[config.mk]
export PLATFORM = sky130hd
export DESIGN_NAME = rob_issue_window
export DESIGN_NICKNAME = d
export VERILOG_FILES = /design/src/rtl/rob_iw_pkg.sv /design/src/rtl/rob_iw_slot.sv /design/src/rtl/rob_iw_pick.sv /design/src/rtl/rob_iw_ptrs.sv /design/src/rtl/rob_issue_window.sv
export SDC_FILE = /design/constraint.sdc
export NUM_CORES = 2
export LEC_CHECK = 0
export BUFFER_PORTS_ARGS = -buffer_cell sky130_fd_sc_hd__buf_2
export CAP_MARGIN = 20
export CORE_MARGIN = 3
export CORE_UTILIZATION = 60
export CTS_CLUSTER_SIZE = 25
export DETAILED_ROUTE_END_ITERATION = 10
export PLACE_DENSITY = 0.76
export SLEW_MARGIN = 20
export SYNTH_ARGS = -nofsm -noshare
export SYNTH_HDL_FRONTEND = slang
export SYNTH_SLANG_ARGS = --single-unit
export TNS_END_PERCENT = 10
[constraint.sdc]
create_clock -name clk -period 4.6 [get_ports clk]
set_input_delay 0.46 -clock clk [delete_from_list [all_inputs] [get_ports clk]]
set_output_delay 0.46 -clock clk [all_outputs]
set_load 0.02 [all_outputs]
[src/rtl/rob_iw_pkg.sv]
package rob_iw_pkg;

    typedef enum logic [1:0] {
        SLOT_FREE = 2'd0,
        SLOT_WAIT = 2'd1,
        SLOT_EXEC = 2'd2,
        SLOT_DONE = 2'd3
    } slot_state_e;

endpackage

[src/rtl/rob_iw_slot.sv]
module rob_iw_slot
    import rob_iw_pkg::*;
#(
    parameter int IDX     = 0,
    parameter int TAG_W   = 3,
    parameter int DATA_W  = 16,
    parameter int OP_W    = 4,
    parameter int REG_W   = 5,
    parameter int CAUSE_W = 4
) (
    input  logic               clk,
    input  logic               rst_n,
    input  logic               flush_i,
    input  logic               alloc_we_i,
    input  logic [OP_W-1:0]    alloc_op_i,
    input  logic               s1_rdy_i,
    input  logic [DATA_W-1:0]  s1_fld_i,
    input  logic               s2_rdy_i,
    input  logic [DATA_W-1:0]  s2_fld_i,
    input  logic               dst_en_i,
    input  logic [REG_W-1:0]   dst_reg_i,
    input  logic               disp_take_i,
    input  logic               cpl_valid_i,
    input  logic [TAG_W-1:0]   cpl_tag_i,
    input  logic [DATA_W-1:0]  cpl_data_i,
    input  logic               cpl_exc_i,
    input  logic [CAUSE_W-1:0] cpl_cause_i,
    input  logic               retire_i,
    output slot_state_e        state_o,
    output logic               ready_o,
    output logic [OP_W-1:0]    op_o,
    output logic [DATA_W-1:0]  opa_o,
    output logic [DATA_W-1:0]  opb_o,
    output logic               dst_en_o,
    output logic [REG_W-1:0]   dst_reg_o,
    output logic [DATA_W-1:0]  res_o,
    output logic               exc_o,
    output logic [CAUSE_W-1:0] cause_o
);

    localparam logic [TAG_W-1:0] MY_TAG = TAG_W'(IDX);

    slot_state_e        state_q, state_d;
    logic               p1_q, p2_q;
    logic [DATA_W-1:0]  f1_q, f2_q;
    logic [OP_W-1:0]    op_q;
    logic               dst_en_q;
    logic [REG_W-1:0]   dst_reg_q;
    logic [DATA_W-1:0]  res_q;
    logic               exc_q;
    logic [CAUSE_W-1:0] cause_q;

    logic cpl_mine;
    logic new1_hit, new2_hit;
    logic wake1, wake2;

    assign cpl_mine = cpl_valid_i && (cpl_tag_i == MY_TAG);
    assign new1_hit = cpl_valid_i && !s1_rdy_i && (s1_fld_i[TAG_W-1:0] == cpl_tag_i);
    assign new2_hit = cpl_valid_i && !s2_rdy_i && (s2_fld_i[TAG_W-1:0] == cpl_tag_i);
    assign wake1    = cpl_valid_i && (state_q == SLOT_WAIT) && !p1_q
                      && (f1_q[TAG_W-1:0] == cpl_tag_i);
    assign wake2    = cpl_valid_i && (state_q == SLOT_WAIT) && !p2_q
                      && (f2_q[TAG_W-1:0] == cpl_tag_i);

    // next-state logic of the slot machine
    always_comb begin
        state_d = state_q;
        if (flush_i) begin
            state_d = SLOT_FREE;
        end else begin
            unique case (state_q)
                SLOT_FREE: if (alloc_we_i)  state_d = SLOT_WAIT;
                SLOT_WAIT: if (disp_take_i) state_d = SLOT_EXEC;
                SLOT_EXEC: if (cpl_mine)    state_d = SLOT_DONE;
                SLOT_DONE: if (retire_i)    state_d = SLOT_FREE;
            endcase
        end
    end

    // state register
    always_ff @(posedge clk) begin
        if (!rst_n) state_q <= SLOT_FREE;
        else        state_q <= state_d;
    end

    // operand, destination and result storage
    always_ff @(posedge clk) begin
        if (!rst_n) begin
            p1_q      <= 1'b0;
            p2_q      <= 1'b0;
            f1_q      <= '0;
            f2_q      <= '0;
            op_q      <= '0;
            dst_en_q  <= 1'b0;
            dst_reg_q <= '0;
            res_q     <= '0;
            exc_q     <= 1'b0;
            cause_q   <= '0;
        end else if (!flush_i) begin
            if (state_q == SLOT_FREE && alloc_we_i) begin
                op_q      <= alloc_op_i;
                dst_en_q  <= dst_en_i;
                dst_reg_q <= dst_reg_i;
                exc_q     <= 1'b0;
                cause_q   <= '0;
                p1_q      <= s1_rdy_i | new1_hit;
                f1_q      <= new1_hit ? cpl_data_i : s1_fld_i;
                p2_q      <= s2_rdy_i | new2_hit;
                f2_q      <= new2_hit ? cpl_data_i : s2_fld_i;
            end else begin
                if (wake1) begin
                    p1_q <= 1'b1;
                    f1_q <= cpl_data_i;
                end
                if (wake2) begin
                    p2_q <= 1'b1;
                    f2_q <= cpl_data_i;
                end
                if (state_q == SLOT_EXEC && cpl_mine) begin
                    res_q   <= cpl_data_i;
                    exc_q   <= cpl_exc_i;
                    cause_q <= cpl_cause_i;
                end
            end
        end
    end

    // outputs
    always_comb begin
        state_o   = state_q;
        ready_o   = (state_q == SLOT_WAIT) && p1_q && p2_q;
        op_o      = op_q;
        opa_o     = f1_q;
        opb_o     = f2_q;
        dst_en_o  = dst_en_q;
        dst_reg_o = dst_reg_q;
        res_o     = res_q;
        exc_o     = exc_q;
        cause_o   = cause_q;
    end


    exec_no_reissue_chk: assert property (@(posedge clk) disable iff (!rst_n)
        (state_q == SLOT_EXEC) |=> (state_q != SLOT_WAIT));


    no_early_disp_chk: assert property (@(posedge clk) disable iff (!rst_n)
        (state_q == SLOT_WAIT && !(p1_q && p2_q)) |=> (state_q != SLOT_EXEC));


    src_sticky_chk: assert property (@(posedge clk) disable iff (!rst_n)
        (state_q == SLOT_WAIT && p1_q && p2_q && !flush_i) |=> (p1_q && p2_q));

endmodule

[src/rtl/rob_iw_pick.sv]
module rob_iw_pick #(
    parameter int DEPTH = 8,
    localparam int TAG_W = $clog2(DEPTH)
) (
    input  logic             clk,
    input  logic             rst_n,
    input  logic [DEPTH-1:0] ready_i,
    input  logic [TAG_W-1:0] head_i,
    output logic             pick_v_o,
    output logic [TAG_W-1:0] pick_idx_o
);

    // scan from the head so the first hit is the oldest ready slot
    always_comb begin
        pick_v_o   = 1'b0;
        pick_idx_o = '0;
        for (int j = 0; j < DEPTH; j++) begin
            if (!pick_v_o && ready_i[TAG_W'(head_i + TAG_W'(j))]) begin
                pick_v_o   = 1'b1;
                pick_idx_o = TAG_W'(head_i + TAG_W'(j));
            end
        end
    end


    pick_is_ready_chk: assert property (@(posedge clk) disable iff (!rst_n)
        pick_v_o |-> ready_i[pick_idx_o]);


    pick_none_chk: assert property (@(posedge clk) disable iff (!rst_n)
        (ready_i == '0) |-> !pick_v_o);

endmodule

[src/rtl/rob_iw_ptrs.sv]
module rob_iw_ptrs #(
    parameter int DEPTH = 8,
    localparam int TAG_W = $clog2(DEPTH)
) (
    input  logic             clk,
    input  logic             rst_n,
    input  logic             alloc_fire_i,
    input  logic             retire_i,
    input  logic             flush_i,
    output logic [TAG_W-1:0] head_o,
    output logic [TAG_W-1:0] tail_o,
    output logic             full_o
);

    logic [TAG_W:0] head_q, tail_q;
    logic           empty;

    always_ff @(posedge clk) begin
        if (!rst_n || flush_i) begin
            head_q <= '0;
            tail_q <= '0;
        end else begin
            if (alloc_fire_i) tail_q <= tail_q + 1'b1;
            if (retire_i)     head_q <= head_q + 1'b1;
        end
    end

    assign head_o = head_q[TAG_W-1:0];
    assign tail_o = tail_q[TAG_W-1:0];
    assign full_o = (head_q[TAG_W-1:0] == tail_q[TAG_W-1:0]) && (head_q[TAG_W] != tail_q[TAG_W]);
    assign empty  = (head_q == tail_q);


    full_hold_chk: assert property (@(posedge clk) disable iff (!rst_n)
        (full_o && !retire_i && !flush_i) |=> full_o);


    flush_empty_chk: assert property (@(posedge clk) disable iff (!rst_n)
        flush_i |=> (empty && head_q == '0));


    head_hold_chk: assert property (@(posedge clk) disable iff (!rst_n)
        (!retire_i && !flush_i) |=> $stable(head_q));

endmodule

[src/rtl/rob_issue_window.sv]
module rob_issue_window
    import rob_iw_pkg::*;
#(
    parameter int DEPTH   = 8,
    parameter int DATA_W  = 16,
    parameter int OP_W    = 4,
    parameter int REG_W   = 5,
    parameter int CAUSE_W = 4,
    localparam int TAG_W  = $clog2(DEPTH)
) (
    input  logic               clk,
    input  logic               rst_n,
    input  logic               alloc_valid,
    input  logic [OP_W-1:0]    alloc_op,
    input  logic               alloc_s1_rdy,
    input  logic [DATA_W-1:0]  alloc_s1_fld,
    input  logic               alloc_s2_rdy,
    input  logic [DATA_W-1:0]  alloc_s2_fld,
    input  logic               alloc_dst_en,
    input  logic [REG_W-1:0]   alloc_dst_reg,
    output logic               alloc_ready,
    output logic [TAG_W-1:0]   alloc_tag,
    output logic               disp_valid,
    output logic [TAG_W-1:0]   disp_tag,
    output logic [OP_W-1:0]    disp_op,
    output logic [DATA_W-1:0]  disp_opa,
    output logic [DATA_W-1:0]  disp_opb,
    input  logic               cpl_valid,
    input  logic [TAG_W-1:0]   cpl_tag,
    input  logic [DATA_W-1:0]  cpl_data,
    input  logic               cpl_exc,
    input  logic [CAUSE_W-1:0] cpl_cause,
    output logic               ret_valid,
    output logic               ret_dst_en,
    output logic [REG_W-1:0]   ret_dst_reg,
    output logic [DATA_W-1:0]  ret_data,
    output logic               exc_valid,
    output logic [CAUSE_W-1:0] exc_cause
);

    slot_state_e        state_a   [DEPTH];
    logic [OP_W-1:0]    op_a      [DEPTH];
    logic [DATA_W-1:0]  opa_a     [DEPTH];
    logic [DATA_W-1:0]  opb_a     [DEPTH];
    logic               dst_en_a  [DEPTH];
    logic [REG_W-1:0]   dst_reg_a [DEPTH];
    logic [DATA_W-1:0]  res_a     [DEPTH];
    logic               exc_a     [DEPTH];
    logic [CAUSE_W-1:0] cause_a   [DEPTH];
    logic [DEPTH-1:0]   ready_vec;

    logic [TAG_W-1:0] head, tail, pick_idx;
    logic             full, pick_v;
    logic             head_done, flush, retire, alloc_fire;

    assign head_done  = (state_a[head] == SLOT_DONE);
    assign flush      = head_done && exc_a[head];
    assign retire     = head_done && !exc_a[head];
    assign alloc_fire = alloc_valid && alloc_ready;

    rob_iw_ptrs #(.DEPTH(DEPTH)) u_ptrs (
        .clk          (clk),
        .rst_n        (rst_n),
        .alloc_fire_i (alloc_fire),
        .retire_i     (retire),
        .flush_i      (flush),
        .head_o       (head),
        .tail_o       (tail),
        .full_o       (full)
    );

    rob_iw_pick #(.DEPTH(DEPTH)) u_pick (
        .clk        (clk),
        .rst_n      (rst_n),
        .ready_i    (ready_vec),
        .head_i     (head),
        .pick_v_o   (pick_v),
        .pick_idx_o (pick_idx)
    );

    for (genvar i = 0; i < DEPTH; i++) begin : g_slot
        rob_iw_slot #(
            .IDX     (i),
            .TAG_W   (TAG_W),
            .DATA_W  (DATA_W),
            .OP_W    (OP_W),
            .REG_W   (REG_W),
            .CAUSE_W (CAUSE_W)
        ) u_slot (
            .clk         (clk),
            .rst_n       (rst_n),
            .flush_i     (flush),
            .alloc_we_i  (alloc_fire && (tail == TAG_W'(i))),
            .alloc_op_i  (alloc_op),
            .s1_rdy_i    (alloc_s1_rdy),
            .s1_fld_i    (alloc_s1_fld),
            .s2_rdy_i    (alloc_s2_rdy),
            .s2_fld_i    (alloc_s2_fld),
            .dst_en_i    (alloc_dst_en),
            .dst_reg_i   (alloc_dst_reg),
            .disp_take_i (disp_valid && (pick_idx == TAG_W'(i))),
            .cpl_valid_i (cpl_valid),
            .cpl_tag_i   (cpl_tag),
            .cpl_data_i  (cpl_data),
            .cpl_exc_i   (cpl_exc),
            .cpl_cause_i (cpl_cause),
            .retire_i    (retire && (head == TAG_W'(i))),
            .state_o     (state_a[i]),
            .ready_o     (ready_vec[i]),
            .op_o        (op_a[i]),
            .opa_o       (opa_a[i]),
            .opb_o       (opb_a[i]),
            .dst_en_o    (dst_en_a[i]),
            .dst_reg_o   (dst_reg_a[i]),
            .res_o       (res_a[i]),
            .exc_o       (exc_a[i]),
            .cause_o     (cause_a[i])
        );
    end

    always_comb begin
        alloc_ready = !full && !flush;
        alloc_tag   = tail;
        disp_valid  = pick_v && !flush;
        disp_tag    = pick_idx;
        disp_op     = op_a[pick_idx];
        disp_opa    = opa_a[pick_idx];
        disp_opb    = opb_a[pick_idx];
        ret_valid   = retire;
        ret_dst_en  = dst_en_a[head];
        ret_dst_reg = dst_reg_a[head];
        ret_data    = res_a[head];
        exc_valid   = flush;
        exc_cause   = cause_a[head];
    end


    exc_then_empty_chk: assert property (@(posedge clk) disable iff (!rst_n)
        exc_valid |=> (alloc_tag == '0 && !ret_valid && !exc_valid));

endmodule

==> impl_metrics.ini <==
[setup_path]
category_of_the_worst_setup_path_launch_point = flop
cp.required_ns = 4.14
worst_ep_arrival_time_ns = 4.15
cpMaxStageDelayCell = sky130_fd_sc_hd__mux4_2
critPathCaptureType = output pin
crit_path_frequent_cell = sky130_fd_sc_hd__buf_6
critical_path.cell_chain = inv_4, ha_4, inv_6, mux4_2, buf_6, mux2i_4, buf_6, nand4_1, o22ai_2, or2_4, buf_12, buf_6, mux2i_1, a221oi_2, buf_2
crit_fanout = 10
crit_path_max_incr_delay_ns = 0.57
critical_setup_path_kind = flop to output pin

[cells_and_area]
finalInstanceArea_mm2 = 0.03399
layout_common_cells = 548 x sky130_fd_sc_hd__nand2_1, 529 x sky130_fd_sc_hd__dfxtp_1, 355 x sky130_fd_sc_hd__mux2i_1
n_antenna_cell = 0
layout-area-overhead-vs-synth_pct = 15.51
finish.net_count = 3531
final_core_util_pct = 70.73
leading_cell_type_in_the_layout_fill_and_taps_excluded = sky130_fd_sc_hd__nand2_1
post_route_cells_drive_above_1_share_pct = 19.01
multiInputGateArea_mm2 = 0.01778
final.fill_count = 3681
regArea_mm2 = 0.01092
instances_no_fill = 4071

[floorplanning]
core_area_mm2 = 0.04805
dieWidth_um = 227.4
initial_utilization_pct = 61.23
die_height_um = 227.4
die-area_mm2 = 0.05173
ios = 144
placement_rows = 80

[clock_tree]
cts-buffers-inserted = 55
path_clk_slew_ns = 0.06
htree_num_levels = 2
tritoncts = yes
cts.path.max_buffers = 3
worstSkewPairLatency_ns = 0.63
number_of_sinks_handled_by_clock_tree_synthesis = 544
clk_root_buffer_cell = sky130_fd_sc_hd__clkbuf_16

[outcome]
status = finished with violations
violations = negative setup slack

[yosys]
synth_async_sr_flop_share_pct = 0
synth_area_per_cell_um2 = 8.803
synth_area_leader_cell = sky130_fd_sc_hd__dfxtp_1
yosysSeqAreaShare_pct = 37.02
synth-edff-count = 0
netlist-cell-type-count = 67
yosys_warnings = 0
ys_top_cells_by_area = sky130_fd_sc_hd__dfxtp_1 37%, sky130_fd_sc_hd__mux2i_1 12%, sky130_fd_sc_hd__nand2_1 7.0%
yosys_most_used_dff = sky130_fd_sc_hd__dfxtp_1
synth_top_cell_area_share_pct = 37.02
post_synth_instance_area_mm2 = 0.02942
ys_ff_latch = 544
postSynthNetCount = 3460
post_synthesis_cell_count = 3342

[route]
routed-via-count = 25960
drt-pass1-iter-count = 6
wl_met2_mm = 44.17
wl_per_cell_um = 23.38
wl_met1_mm = 37.92
final_antenna_net_count = 0
drc = 0
drt_first_iter_violations = 2506
wl_met3_mm = 7.716
detail_route.vias_per_cell = 6.376
routed_wl_mm = 95.19
topRoutingLayerUsed = met5

[placed_design]
port-buffer-count = 143
place.detailed.hpwl_mm = 60.89
dp_cells = 3925
placed_inst_area_mm2 = 0.03103
routabilityCongestion = 0.9541

[sta]
final_hold_viol_count = 0
fin_crit_sh_pct = 100.2
fmax_ghz = 0.2169
finalSetupViolations = 2
final-max-slew-violation-count = 0
slew-limit-headroom_pct = 27.87
unrepaired_setup_endpoints_after_global_routing = yes
worstMarginPinSlew_ns = 1.052
postLayoutSetupSlackWorst_ns = -0.01010
min_period_ns = 4.610
clock-skew-final_ns = 0.02025

[grt]
global_route_wire_length_before_repair_mm = 145.1
antenna_found_initial = 1
grt_util_all_layers_pct = 35.86
gr-total-overflow = 0
vias_in_the_first_global_route = 25800
grt_max_degree = 235

[worst_hold_path]
timing.hold.worst.class = input port to flop

[flow_run]
drv.max_cap_violation_count = 0

[power_and_ir_drop]
total_power_mw = 14.22
cellPowerDensity_mw_per_mm2 = 418.3
static-leakage-power_nw = 12.44
peakVddDrop_uv = 347.0
area by class of cell:
class,count,share of cell area [%]
Tap cell,615,2.264
Sequential cell,544,32.13
Clock buffer,81,4.573
Clock inverter,19,0.5633
Multi-Input combinational cell,2469,52.30
Inverter,37,0.4528
Timing Repair Buffer,306,7.713
where the power goes:
group	switching [mW]	total (mW)	internal, mW
registers	0.168	5.09	4.92
logic	2.76	4.68	1.93
clock network	1.94	4.45	2.51
state kept, by name, indices dropped and copies added (netlist names), 16 cells and up:
signal / flops
g_slot.u_slot.state_o: 16
g_slot.u_slot.cause_o: 32
g_slot.u_slot.op_o: 32
g_slot.u_slot.opa_o: 128
g_slot.u_slot.opb_o: 128
g_slot.u_slot.res_o: 128
g_slot.u_slot.dst_reg_o: 40
synthesized netlist by cell type (46+ instances only):
library cell               count
sky130_fd_sc_hd__xor2_1       56
sky130_fd_sc_hd__dfxtp_1     544
sky130_fd_sc_hd__mux4_2       67
sky130_fd_sc_hd__mux2i_1     357
sky130_fd_sc_hd__nor2_1      203
sky130_fd_sc_hd__a211oi_1     71
sky130_fd_sc_hd__mux2_2       66
sky130_fd_sc_hd__a21oi_1     267
sky130_fd_sc_hd__ha_1         46
sky130_fd_sc_hd__nor2b_1     260
sky130_fd_sc_hd__clkbuf_1    184
sky130_fd_sc_hd__nand2_1     550
sky130_fd_sc_hd__a21boi_0    211
final timing paths:
check	startpoint	slack [ns]	end	depth (start not counted)
worst max register to register	u_ptrs.head_q[2]$_SDFFE_PP0P_	0.58	g_slot[6].u_slot.opb_o[15]$_SDFFE_PN0P_	12
worst min-delay path	alloc_dst_reg[0]	0.17	g_slot[3].u_slot.dst_reg_o[0]$_SDFFE_PN0P_	3
worst min register to register	g_slot[0].u_slot.res_o[7]$_SDFFE_PN0P_	0.45	g_slot[0].u_slot.res_o[7]$_SDFFE_PN0P_	2
worst max-delay path	u_ptrs.head_q[0]$_SDFFE_PP0P_	-0.01	disp_opb[1]	15
per-stage QoR:
| step | TNS (ns) | setup slack [ns] | hold slack, ns |
|---|---|---|---|
| floorplan | 0 | 0.003401 | 0.4319 |
| finish | -0.01321 | -0.01010 | 0.1725 |
| global route | -3.043 | -0.1223 | 0.1719 |
| global placement | 0 | 0.07155 | 0.4379 |
| CTS | -0.2978 | -0.02800 | 0.1421 |
| detailed placement | 0 | 0.09054 | 0.4473 |
repair_timing:
action / 4_1_cts / 5_1_grt
endpoints found under the setup margin: 37 / 36
pin swaps: 8 / 18
buffers inserted: 30 / 10
hold buffers: 0 / 0
cloned: 6 / 0
resized for setup: 103 / 71
logic make-up after synthesis:
logic type / share of synthesized area (%)
AO/OA/AOI/OAI: 16.17
XOR/XNOR: 1.905
adder cells (fa/ha/maj): 1.956
buffers and inverters: 4.942
flip-flops: 37.02
multiplexers: 20.18
AND/OR/NAND/NOR: 17.83
worst max-delay path, delay by kind of cell, from the launching register on:
kind | cells | cell delay [ns]
fa+ha+maj | 1 | 0.28
simple gates | 2 | 0.41
compound gates | 2 | 0.58
flops | 1 | 0.37
mux | 3 | 0.88
buf+inv | 7 | 0.99
metal layers:
metal | track usage (%) | up-vias
met1 | 44.95 | 12540
met4 | 19.92 | 2
met2 | 59.55 | 1250
li1 | - | 11840
met5 | 0 | -
met3 | 5.429 | 324
(Power assumes the default switching activity.)
